===== config.mk =====
export PLATFORM = sky130hd
export DESIGN_NAME = flash_cmd_int_regs
export DESIGN_NICKNAME = d
export VERILOG_FILES = /design/src/rtl/flash_cmd_int_regs.sv
export SDC_FILE = /design/constraint.sdc
export NUM_CORES = 1
export LEC_CHECK = 0
export ABC_AREA = 1
export BUFFER_PORTS_ARGS = -buffer_cell sky130_fd_sc_hd__clkbuf_2
export CAP_MARGIN = 30
export CORE_AREA = 2 2 92 94
export DETAILED_ROUTE_END_ITERATION = 7
export DIE_AREA = 0 0 94 96
export MAX_ROUTING_LAYER = met4
export PLACE_DENSITY = 0.75
export SYNTH_ARGS = -nofsm -noshare
export SYNTH_HDL_FRONTEND = slang
export SYNTH_SLANG_ARGS = --single-unit
export TNS_END_PERCENT = 5

===== constraint.sdc =====
create_clock -name clk -period 3.42 [get_ports clk]
set_clock_uncertainty 0.1 [all_clocks]
set_input_delay 0.171 -clock clk [delete_from_list [all_inputs] [get_ports clk]]
set_output_delay 0.171 -clock clk [all_outputs]
set_load 0.01 [all_outputs]

===== src/rtl/flash_cmd_int_regs.sv =====
module flash_cmd_int_regs #(
  parameter int ADDR_W   = 3,
  parameter int OFF_CMD  = 0,
  parameter int OFF_CFG1 = 1,
  parameter int OFF_CFG2 = 2,
  parameter int OFF_STAT = 3,
  parameter int OFF_INT  = 4
) (
  input  logic              clk,
  input  logic              rst_n,
  input  logic              bus_we,
  input  logic [ADDR_W-1:0] bus_addr,
  input  logic [15:0]       bus_wdata,
  output logic [15:0]       bus_rdata,
  output logic              cmd_valid,
  output logic [7:0]        cmd_code,
  input  logic              exe_done,
  input  logic              exe_err,
  input  logic [1:0]        exe_kind,
  output logic              irq,
  output logic              rdy
);
  localparam logic [15:0] CFG1_RST  = 16'h40C0;
  localparam logic [15:0] INT_COLD  = 16'h8080;
  localparam logic [15:0] INT_WARM  = 16'h8010;
  localparam logic [15:0] ERR_MASK  = 16'h3C00;
  localparam logic [15:0] CFG1_RDMK = 16'hFFE0;

  logic [15:0] cmd_q, cfg1_q, cfg2_q, stat_q, int_q;
  logic [15:0] cmd_n, cfg1_n, cfg2_n, stat_n, int_n;
  logic        rdy_n, valid_n, warm;
  logic [7:0]  code_n;

  function automatic logic is_known(input logic [15:0] v);
    if (v[15:8] != 8'h00) return 1'b0;
    case (v[7:0])
      8'h00, 8'h13, 8'h1A, 8'h1B, 8'h23, 8'h27, 8'h2A, 8'h2C,
      8'h30, 8'h65, 8'h71, 8'h80, 8'h94, 8'h95, 8'hB0: return 1'b1;
      default: return 1'b0;
    endcase
  endfunction

  wire wr_cmd  = bus_we && (bus_addr == ADDR_W'(OFF_CMD));
  wire wr_cfg1 = bus_we && (bus_addr == ADDR_W'(OFF_CFG1));
  wire wr_cfg2 = bus_we && (bus_addr == ADDR_W'(OFF_CFG2));
  wire wr_int  = bus_we && (bus_addr == ADDR_W'(OFF_INT));
  wire cmd_ok  = wr_cmd && !int_q[15];
  wire is_rst_cmd = (bus_wdata == 16'h00F0) || (bus_wdata == 16'h00F3);

  always_comb begin
    cmd_n   = cmd_q;
    cfg1_n  = cfg1_q;
    cfg2_n  = cfg2_q;
    stat_n  = stat_q;
    int_n   = int_q;
    rdy_n   = rdy;
    valid_n = 1'b0;
    code_n  = cmd_code;
    warm    = 1'b0;
    if (cmd_ok) begin
      cmd_n = bus_wdata;
      if (is_rst_cmd) warm = 1'b1;
      else if (is_known(bus_wdata)) begin
        valid_n = 1'b1;
        code_n  = bus_wdata[7:0];
      end else begin
        stat_n[10] = 1'b1;
        int_n[15]  = 1'b1;
      end
    end
    if (wr_cfg1) begin
      cfg1_n = bus_wdata;
      rdy_n  = bus_wdata[7];
    end
    if (wr_cfg2) cfg2_n = bus_wdata;
    if (wr_int) begin
      int_n = int_q & bus_wdata;
      if (!int_n[15]) stat_n = stat_n & ~ERR_MASK;
    end
    if (warm) begin
      cmd_n  = '0;
      cfg1_n = CFG1_RST;
      cfg2_n = '0;
      stat_n = '0;
      int_n  = INT_WARM;
      rdy_n  = 1'b1;
    end
    if (exe_done) begin
      int_n[15] = 1'b1;
      case (exe_kind)
        2'd0: int_n[5] = 1'b1;
        2'd1: int_n[6] = 1'b1;
        2'd2: int_n[7] = 1'b1;
        default: ;
      endcase
    end
    if (exe_err) begin
      stat_n[10] = 1'b1;
      case (exe_kind)
        2'd0: stat_n[11] = 1'b1;
        2'd1: stat_n[12] = 1'b1;
        2'd2: stat_n[13] = 1'b1;
        default: ;
      endcase
    end
  end

  always_ff @(posedge clk or negedge rst_n) begin
    if (!rst_n) begin
      cmd_q     <= '0;
      cfg1_q    <= CFG1_RST;
      cfg2_q    <= '0;
      stat_q    <= '0;
      int_q     <= INT_COLD;
      rdy       <= 1'b1;
      cmd_valid <= 1'b0;
      cmd_code  <= '0;
    end else begin
      cmd_q     <= cmd_n;
      cfg1_q    <= cfg1_n;
      cfg2_q    <= cfg2_n;
      stat_q    <= stat_n;
      int_q     <= int_n;
      rdy       <= rdy_n;
      cmd_valid <= valid_n;
      cmd_code  <= code_n;
    end
  end

  always_comb begin
    bus_rdata = '0;
    if      (bus_addr == ADDR_W'(OFF_CMD))  bus_rdata = cmd_q;
    else if (bus_addr == ADDR_W'(OFF_CFG1)) bus_rdata = cfg1_q & CFG1_RDMK;
    else if (bus_addr == ADDR_W'(OFF_CFG2)) bus_rdata = cfg2_q;
    else if (bus_addr == ADDR_W'(OFF_STAT)) bus_rdata = stat_q;
    else if (bus_addr == ADDR_W'(OFF_INT))  bus_rdata = int_q;
  end

  assign irq = int_q[15] ^ ~cfg1_q[6];

  a_r4_strobe_needs_clear_flag: assert property (@(posedge clk) disable iff (!rst_n)
    cmd_valid |-> $past(!int_q[15] && wr_cmd));

  a_r5_strobe_follows_accept: assert property (@(posedge clk) disable iff (!rst_n)
    $past(cmd_ok && is_known(bus_wdata)) |-> (cmd_valid && cmd_code == $past(bus_wdata[7:0])));

  a_r6_unknown_flags: assert property (@(posedge clk) disable iff (!rst_n)
    $past(cmd_ok && !is_rst_cmd && !is_known(bus_wdata)) |-> (stat_q[10] && int_q[15] && !cmd_valid));

  a_r3_clear_wipes_errors: assert property (@(posedge clk) disable iff (!rst_n)
    ($past(wr_int && !exe_err) && !int_q[15]) |-> (stat_q[13:10] == 4'b0000));

  a_r7_done_sets_flag: assert property (@(posedge clk) disable iff (!rst_n)
    $past(exe_done) |-> int_q[15]);

  a_r13_rdy_tracks_write: assert property (@(posedge clk) disable iff (!rst_n)
    $past(wr_cfg1) |-> (rdy == $past(bus_wdata[7])));
endmodule


==> impl_metrics.env, run 1 <==
export IMPL_outcome="finished clean"
export IMPL_rsz0062_at_grt="false"
export IMPL_end_kind="register"
export IMPL_hold_viol=0
export IMPL_yosys_area_share_adder_pct=0
export IMPL_clock_sinks=72
export IMPL_via_per_inst=5.27
export IMPL_cts_htree_levels=3
export IMPL_peakVddDrop_mv=0.210
export IMPL_critPathSlowestCell="nor2_2"
export IMPL_critical_path_class="in -> reg"
export IMPL_nets=506
export IMPL_clkPwrFrac_pct=29.4
export IMPL_syn_avg_cell_area_um2=8.39
export IMPL_crit_family="buffers and inverters"
export IMPL_synth_xor_area_share_pct=0.248
export IMPL_core_um2=8050
export IMPL_path_buf_inv=5
export IMPL_yosysTopAreaCellShare_pct=47.6
export IMPL_finalSetupViolations=0
export IMPL_syn_inst=420
export IMPL_drc=0
export IMPL_setup_tns_ps=0
export IMPL_fp_dieH_um=96
export IMPL_p_per_area_nw_per_um2=499
export IMPL_grt_pass1_wl_mm=14.9
export IMPL_worst_slew_pin_transition_ps=833
export IMPL_rows=33
export IMPL_cp_common_cell="inv_1"
export IMPL_initial_core_util_pct=43.8
export IMPL_p_sw_share_pct=31.0
export IMPL_arrival_ps=2450
export IMPL_p_leak_uw=0.00213
export IMPL_synthToLayoutAreaGrowth_pct=16.0
export IMPL_yosys_area_share_simple_pct=20.7
export IMPL_max_stage_delay_ps=580
export IMPL_io_pin_count=53
export IMPL_path_cells="dlygate4sd3_1, clkbuf_2, inv_1, nand2_1, a21oi_1, nand4_2, inv_4, nor2_2, inv_1, o22ai_1"
export IMPL_layout_setup_ws_ps=1130
export IMPL_critPathRequiredTime_ps=3590
export IMPL_layout_commonest_cell="nand2_1"
export IMPL_grt_pass1_vias=3052
export IMPL_fmax_ghz=0.437
export IMPL_synth_cell_types=33
export IMPL_grt_usage_pct=22.0
export IMPL_min_period_ps=2290
export IMPL_slew_headroom_pct=44.5
export IMPL_slew_violations=0
export IMPL_switching_power_uw=632
export IMPL_vias=3110
export IMPL_yosys_area_top_type="dfrtp_1"
export IMPL_insertion_delay_ps=340
export IMPL_ant_nets=0
export IMPL_dp_slack_ps=1130
export IMPL_cts_tree="built"
export IMPL_firstDrtPassIters=4
export IMPL_dp_hpwl_mm=6.43
export IMPL_maxCapViolCount=0
export IMPL_ys_seq_elements=72
export IMPL_synth_nets=446
export IMPL_mostFrequentLayoutCells="nand2_1 (117), dfrtp_1 (67), inv_1 (62)"
export IMPL_die_w_um=94
export IMPL_cts_root_buf="clkbuf_8"
export IMPL_layout_drive_gt1_share_pct=21.4
export IMPL_diodes=0
export IMPL_grt_max_degree=38
export IMPL_clk_pin_slew_ps=80
export IMPL_hold_path_class="in -> reg"
export IMPL_ys_top_cells_by_area="dfrtp_1 (48%), nand2_1 (12%), inv_1 (6.6%), o21ai_0 (4.3%), dfstp_2 (3.7%)"
export IMPL_syn_area_um2=3520
export IMPL_overflow=0
export IMPL_gp_congestion=0.963
export IMPL_drt_initial_drc_count=197
export IMPL_antenna_found_initial=0
export IMPL_numCtsBuffers=9
export IMPL_start_kind="primary input"
export IMPL_wl_mm=9.01
export IMPL_synth_top_family_by_area="simple AND/OR/NAND/NOR gates"
export IMPL_p_seq_share_pct=52.4
export IMPL_p_int_uw=1410
export IMPL_fin_crit_sh_pct=66.9
export IMPL_ys_warn_count=0
export IMPL_cts_buffer_depth=2
export IMPL_crit_fanout=18
export IMPL_synth_seq_area_share_pct=51.3
export IMPL_routedWlPerCell_um=15.3
export IMPL_cts_resized=0
export IMPL_die_area_um2=9020
export IMPL_portBuffers=52
export IMPL_synth_compound_gate_area_share_pct=18.2
export IMPL_pwr_share_comb_pct=18.2
export IMPL_synth_mux_area_share_pct=0
export IMPL_fill_cells=761
[cell usage after synthesis]
cell,n
a211oi_1,11
a21oi_1,3
a31oi_2,1
buf_2,3
buf_6,4
clkbuf_1,4
clkinv_1,1
dfrtp_1,67
dfstp_2,5
inv_1,62
inv_2,5
inv_4,1
nand2_1,117
nand2_2,1
nand2_4,1
nand3_1,10
nand4_1,4
nand4_2,1
nor2_1,25
nor2_2,1
nor2_4,4
nor3_1,2
nor3_4,1
o2111ai_1,4
o211ai_1,1
o21ai_0,30
o21ai_1,12
o21ai_2,12
o221ai_1,9
o22ai_1,15
or2_1,1
or2_4,1
xnor2_1,1
[cells by family after synthesis]
group | after synthesis
simple gates | 169
buf+inv | 80
compound gates | 98
xor+xnor | 1
flops | 72
[per-stage QoR]
stage	hold slack (ps)	cell area [um2]	instances	total power, uW	utilization, %
floorplan	-225	3520	420	1310	-
global placement	206	3860	568	1430	47.9
detailed placement	215	3860	568	1450	47.9
CTS	1.06	4090	590	2050	50.8
global route	14.3	4090	590	2150	50.8
finish	0.988	4090	590	2040	50.8
[flip-flops by register name, summed over array words and instances, names as in the netlist]
signal	cells
cfg1_q	11
cfg2_q	16
stat_q	4
cmd_valid	1
int_q	16
cmd_q	16
cmd_code	8
[layout make-up]
class	instances	area, um2	share of cell area, %
Sequential cell	72	1810	44.2
Timing Repair Buffer	60	335	8.20
Tap cell	105	131	3.21
Clock inverter	7	47.5	1.16
Clock buffer	9	124	3.03
Multi-Input combinational cell	268	1380	33.8
Inverter	69	262	6.40
[power groups by stage]
stage / Combinational (uW) / Clock [uW] / Sequential, uW
6_report: 371 / 599 / 1070
5_1_grt: 423 / 643 / 1090
4_1_cts: 373 / 605 / 1070
3_5_place_dp: 366 / 0 / 1080
3_3_place_gp: 354 / 0 / 1080
2_1_floorplan: 246 / 0 / 1070
[per-layer routing]
| layer | track usage (%) | up-vias | share of wire [%] |
|---|---|---|---|
| met5 | - | - | 0 |
| met4 | 7.25 | 0 | 2.1 |
| met3 | 3.05 | 16 | 5.7 |
| met2 | 35.1 | 106 | 48 |
| met1 | 29.4 | 1495 | 44 |
| li1 | - | 1493 | - |
[worst paths after layout]
check / cells after the start / to / slack [ps] / startpoint
worst max-delay path: 10 / cfg2_q[7]$_DFFE_PN0P_ / 1130 / bus_wdata[3]
worst min-delay path: 3 / stat_q[12]$_DFF_PN0_ / 1 / exe_kind[0]
worst max register to register: 6 / cfg2_q[7]$_DFFE_PN0P_ / 1260 / int_q[15]$_DFFE_PN1P_
worst min register to register: 2 / cfg1_q[15]$_DFFE_PN0P_ / 390 / cfg1_q[15]$_DFFE_PN0P_
max in group asynchronous: 3 / cfg1_q[7]$_DFFE_PN1P_ / 1850 / rst_n
min in group asynchronous: 2 / cmd_q[7]$_DFFE_PN0P_ / 370 / rst_n
[tightest hold or removal path, stage by stage]
cell	delay, ps
clkbuf_2	90
nand2_1	80
o21ai_0	70
[repair_timing]
item                      CTS  global route
hold buffers                6             0
hold endpoints to repair   40             0
buffers inserted            0             0
Power figures use the tool's default switching activity.
==> run 2: changes to the inputs <==
ABC_AREA = 0   (was 1)
CORE_AREA = 2 2 94 96   (was 2 2 92 94)
DIE_AREA = 0 0 96 98   (was 0 0 94 96)
PLACE_DENSITY = 0.77   (was 0.75)
clock period = 1.9 ns   (was 3.42 ns; I/O delays follow)
==> run 2 against run 1 <==
Net effect: the run now ends with negative setup slack left; worst setup slack got worse by 1200 ps; highest routed layer unchanged; core utilization grew 3.8 points; flip-flop and latch count unchanged; largest cell class unchanged; wire length rose by 5.4%; global-route usage decreased by 0.30 points; non-clock buffer count is 50 higher.
==> impl_metrics.env, run 2 <==
export IMPL_crit_fanout=8
export IMPL_dp_hpwl_mm=6.50
export IMPL_firstDrtPassIters=4
export IMPL_clock_sinks=72
export IMPL_max_stage_delay_ps=510
export IMPL_syn_area_um2=3650
export IMPL_rows=34
export IMPL_end_kind="register"
export IMPL_yosysTopAreaCellShare_pct=46.0
export IMPL_critPathRequiredTime_ps=2040
export IMPL_die_area_um2=9410
export IMPL_insertion_delay_ps=350
export IMPL_crit_family="simple AND/OR/NAND/NOR gates"
export IMPL_synthTopCellsByCount="dfrtp_1 (67), nand2_1 (51), nor2_1 (36), mux2i_1 (34), o21ai_0 (33)"
export IMPL_fill_cells=751
export IMPL_io_pin_count=53
export IMPL_p_per_area_nw_per_um2=777
export IMPL_start_kind="register"
export IMPL_fin_area_um2=4620
export IMPL_die_w_um=96
export IMPL_largest_registers="cfg2_q: 16 flops, cmd_q: 16 flops, int_q: 16 flops"
export IMPL_path_cells="or4_4, a2111o_1, buf_6, mux2_4"
export IMPL_path_buf_inv=1
export IMPL_fin_crit_sh_pct=104
export IMPL_core_um2=8470
export IMPL_hold_start="bus_wdata[4]"
export IMPL_layout_drive_gt1_share_pct=29.7
export IMPL_synthFlopType="dfrtp_1"
export IMPL_cts_htree_levels=3
export IMPL_drt_initial_drc_count=215
export IMPL_ys_top_cells_by_area="dfrtp_1 (46%), mux2i_1 (9.3%), nand2_1 (5.2%), o21ai_0 (4.5%), nor2_1 (3.7%)"
export IMPL_slew_headroom_pct=66.6
export IMPL_mostFrequentLayoutCells="dfrtp_1 (67), nand2_1 (51), clkbuf_2 (51)"
export IMPL_rsz0062_at_grt="true"
export IMPL_gp_congestion=0.881
export IMPL_p_sw_share_pct=28.2
export IMPL_critPathSlowestCell="or4_4"
export IMPL_cts_tree="built"
export IMPL_maxCapViolCount=0
export IMPL_cts_root_buf="clkbuf_8"
export IMPL_min_period_ps=1980
export IMPL_violations="negative setup slack"
export IMPL_layout_commonest_cell="dfrtp_1"
export IMPL_ant_nets=0
export IMPL_layout_setup_ws_ps=-82.9
export IMPL_outcome="complete, but fails checks"
export IMPL_grt_pass1_wl_mm=15.3
export IMPL_switching_power_uw=1010
export IMPL_critPathLaunch="int_q[15]$_DFFE_PN1P_"
export IMPL_synth_cell_types=47
export IMPL_grt_max_degree=40
export IMPL_yosys_area_top_type="dfrtp_1"
export IMPL_final_seq_area_um2=1810
export IMPL_fp_dieH_um=98
export IMPL_cts_buffer_depth=2
export IMPL_p_leak_uw=0.00219
export IMPL_synth_most_common_cell="dfrtp_1"
export IMPL_pwr_share_comb_pct=16.7
export IMPL_ys_warn_count=0
export IMPL_total_power_uw=3590
export IMPL_drc=0
export IMPL_fmax_ghz=0.504
export IMPL_clk_pin_slew_ps=70
export IMPL_grt_pass1_vias=3037
export IMPL_synth_nets=386
export IMPL_routedWlPerCell_um=16.9
export IMPL_syn_avg_cell_area_um2=10.1
export IMPL_finalSetupViolations=8
export IMPL_nets=476
export IMPL_synth_seq_area_share_pct=49.6
export IMPL_synthToLayoutAreaGrowth_pct=26.5
export IMPL_initial_core_util_pct=43.1
export IMPL_vias=3092
export IMPL_via_per_inst=5.49
export IMPL_reg2reg_from="int_q[15]$_DFFE_PN1P_"
export IMPL_grt_usage_pct=21.7
export IMPL_clkPwrFrac_pct=32.9
export IMPL_overflow=0
export IMPL_syn_inst=360
export IMPL_p_int_uw=2580
export IMPL_ys_seq_elements=72
export IMPL_hold_viol=0
export IMPL_wl_mm=9.49
export IMPL_p_seq_share_pct=50.4
export IMPL_synth_edf_count=0
export IMPL_multiInputGateArea_um2=1710
export IMPL_antenna_found_initial=0
export IMPL_portBuffers=52
export IMPL_synthArstFlopShare_pct=100
export IMPL_slew_violations=0
export IMPL_diodes=0
export IMPL_numCtsBuffers=9
export IMPL_hold_slack_ps=35.0
export IMPL_worst_slew_pin_transition_ps=501
export IMPL_placed_area_um2=4210
export IMPL_peakVddDrop_mv=0.437
export IMPL_arrival_ps=2120
export IMPL_hold_path_class="in -> reg"
export IMPL_critical_path_class="reg -> reg"
==> run 2: changes by cell type after synthesis, moves of 9 or more <==
cell / change
o22a_1: +11
o22ai_1: -10
nand2_1: -66
o21ai_2: -12
buf_2: +9
mux2i_1: +34
inv_1: -59
clkbuf_1: +11
a22o_1: +12
nand3_1: -9
nor2_1: +11
o221ai_1: -9
==> run 2: logic make-up (layout without fill, tap and decap cells) <==
kind of cell | count (synthesis) | count (layout) | synth area share [%]
mux | 47 | 47 | 14.2
flops | 72 | 72 | 49.6
buf+inv | 34 | 129 | 4.53
compound gates | 88 | 88 | 16.1
xor+xnor | 4 | 4 | 0.960
simple gates | 115 | 115 | 14.7
==> run 2: timing repair <==
action / CTS / global route
resized for setup: 4 / 4
hold buffers: 17 / 0
pin swaps: 3 / 2
endpoints found under the setup margin: 25 / 61
setup buffers: 0 / 1
hold endpoints to repair: 108 / 0
==> run 2: layout make-up <==
class / instances / share of cell area [%]
timing repair buffer: 110 / 16.5
clock buffer: 13 / 3.66
inverter: 3 / 0.244
multi-input combinational: 254 / 37.0
clock inverter: 3 / 0.515
sequential: 72 / 39.2
tap: 108 / 2.93
==> run 2: through the flow <==
stage | setup WS, ps | TNS [ps] | std cells | util (%)
2_1_floorplan | -22.6 | -524 | 360 | -
3_3_place_gp | -121 | -912 | 529 | 49.8
3_5_place_dp | -120 | -1190 | 529 | 49.8
4_1_cts | -85.6 | -631 | 562 | 54.2
5_1_grt | -120 | -1080 | 563 | 54.5
6_report | -82.9 | -590 | 563 | 54.5
==> run 2: path summary, 6_finish.rpt <==
path                            cells past startpoint  slack (ps)                      end
worst max-delay path                                4         -80  cmd_code[0]$_DFFE_PN0P_
worst min-delay path                                3          30  cmd_code[4]$_DFFE_PN0P_
worst max register to register                      4         -80  cmd_code[0]$_DFFE_PN0P_
worst min register to register                      1         410     cmd_q[4]$_DFFE_PN0P_
max in group asynchronous                           3        1100    int_q[15]$_DFFE_PN1P_
min in group asynchronous                           3         200    cfg2_q[6]$_DFFE_PN0P_
==> run 2: metal layers <==
layer,vias up,part of all wire [%],global-route usage [%]
li1,1459,-,-
met1,1524,44,29.0
met2,99,50,33.3
met3,10,5.3,4.17
met4,0,0.98,7.14
met5,-,0,-
==> run 2: worst min-delay path, stage by stage <==
cell	delay, ps
clkbuf_2	130
buf_4	120
mux2_4	120
==> run 2: power groups by stage <==
stage | clock network, uW | registers [uW] | logic [uW]
6_report | 1180 | 1810 | 600
5_1_grt | 1250 | 1830 | 663
4_1_cts | 1200 | 1810 | 599
3_5_place_dp | 0 | 1830 | 566
3_3_place_gp | 0 | 1830 | 544
2_1_floorplan | 0 | 1810 | 347
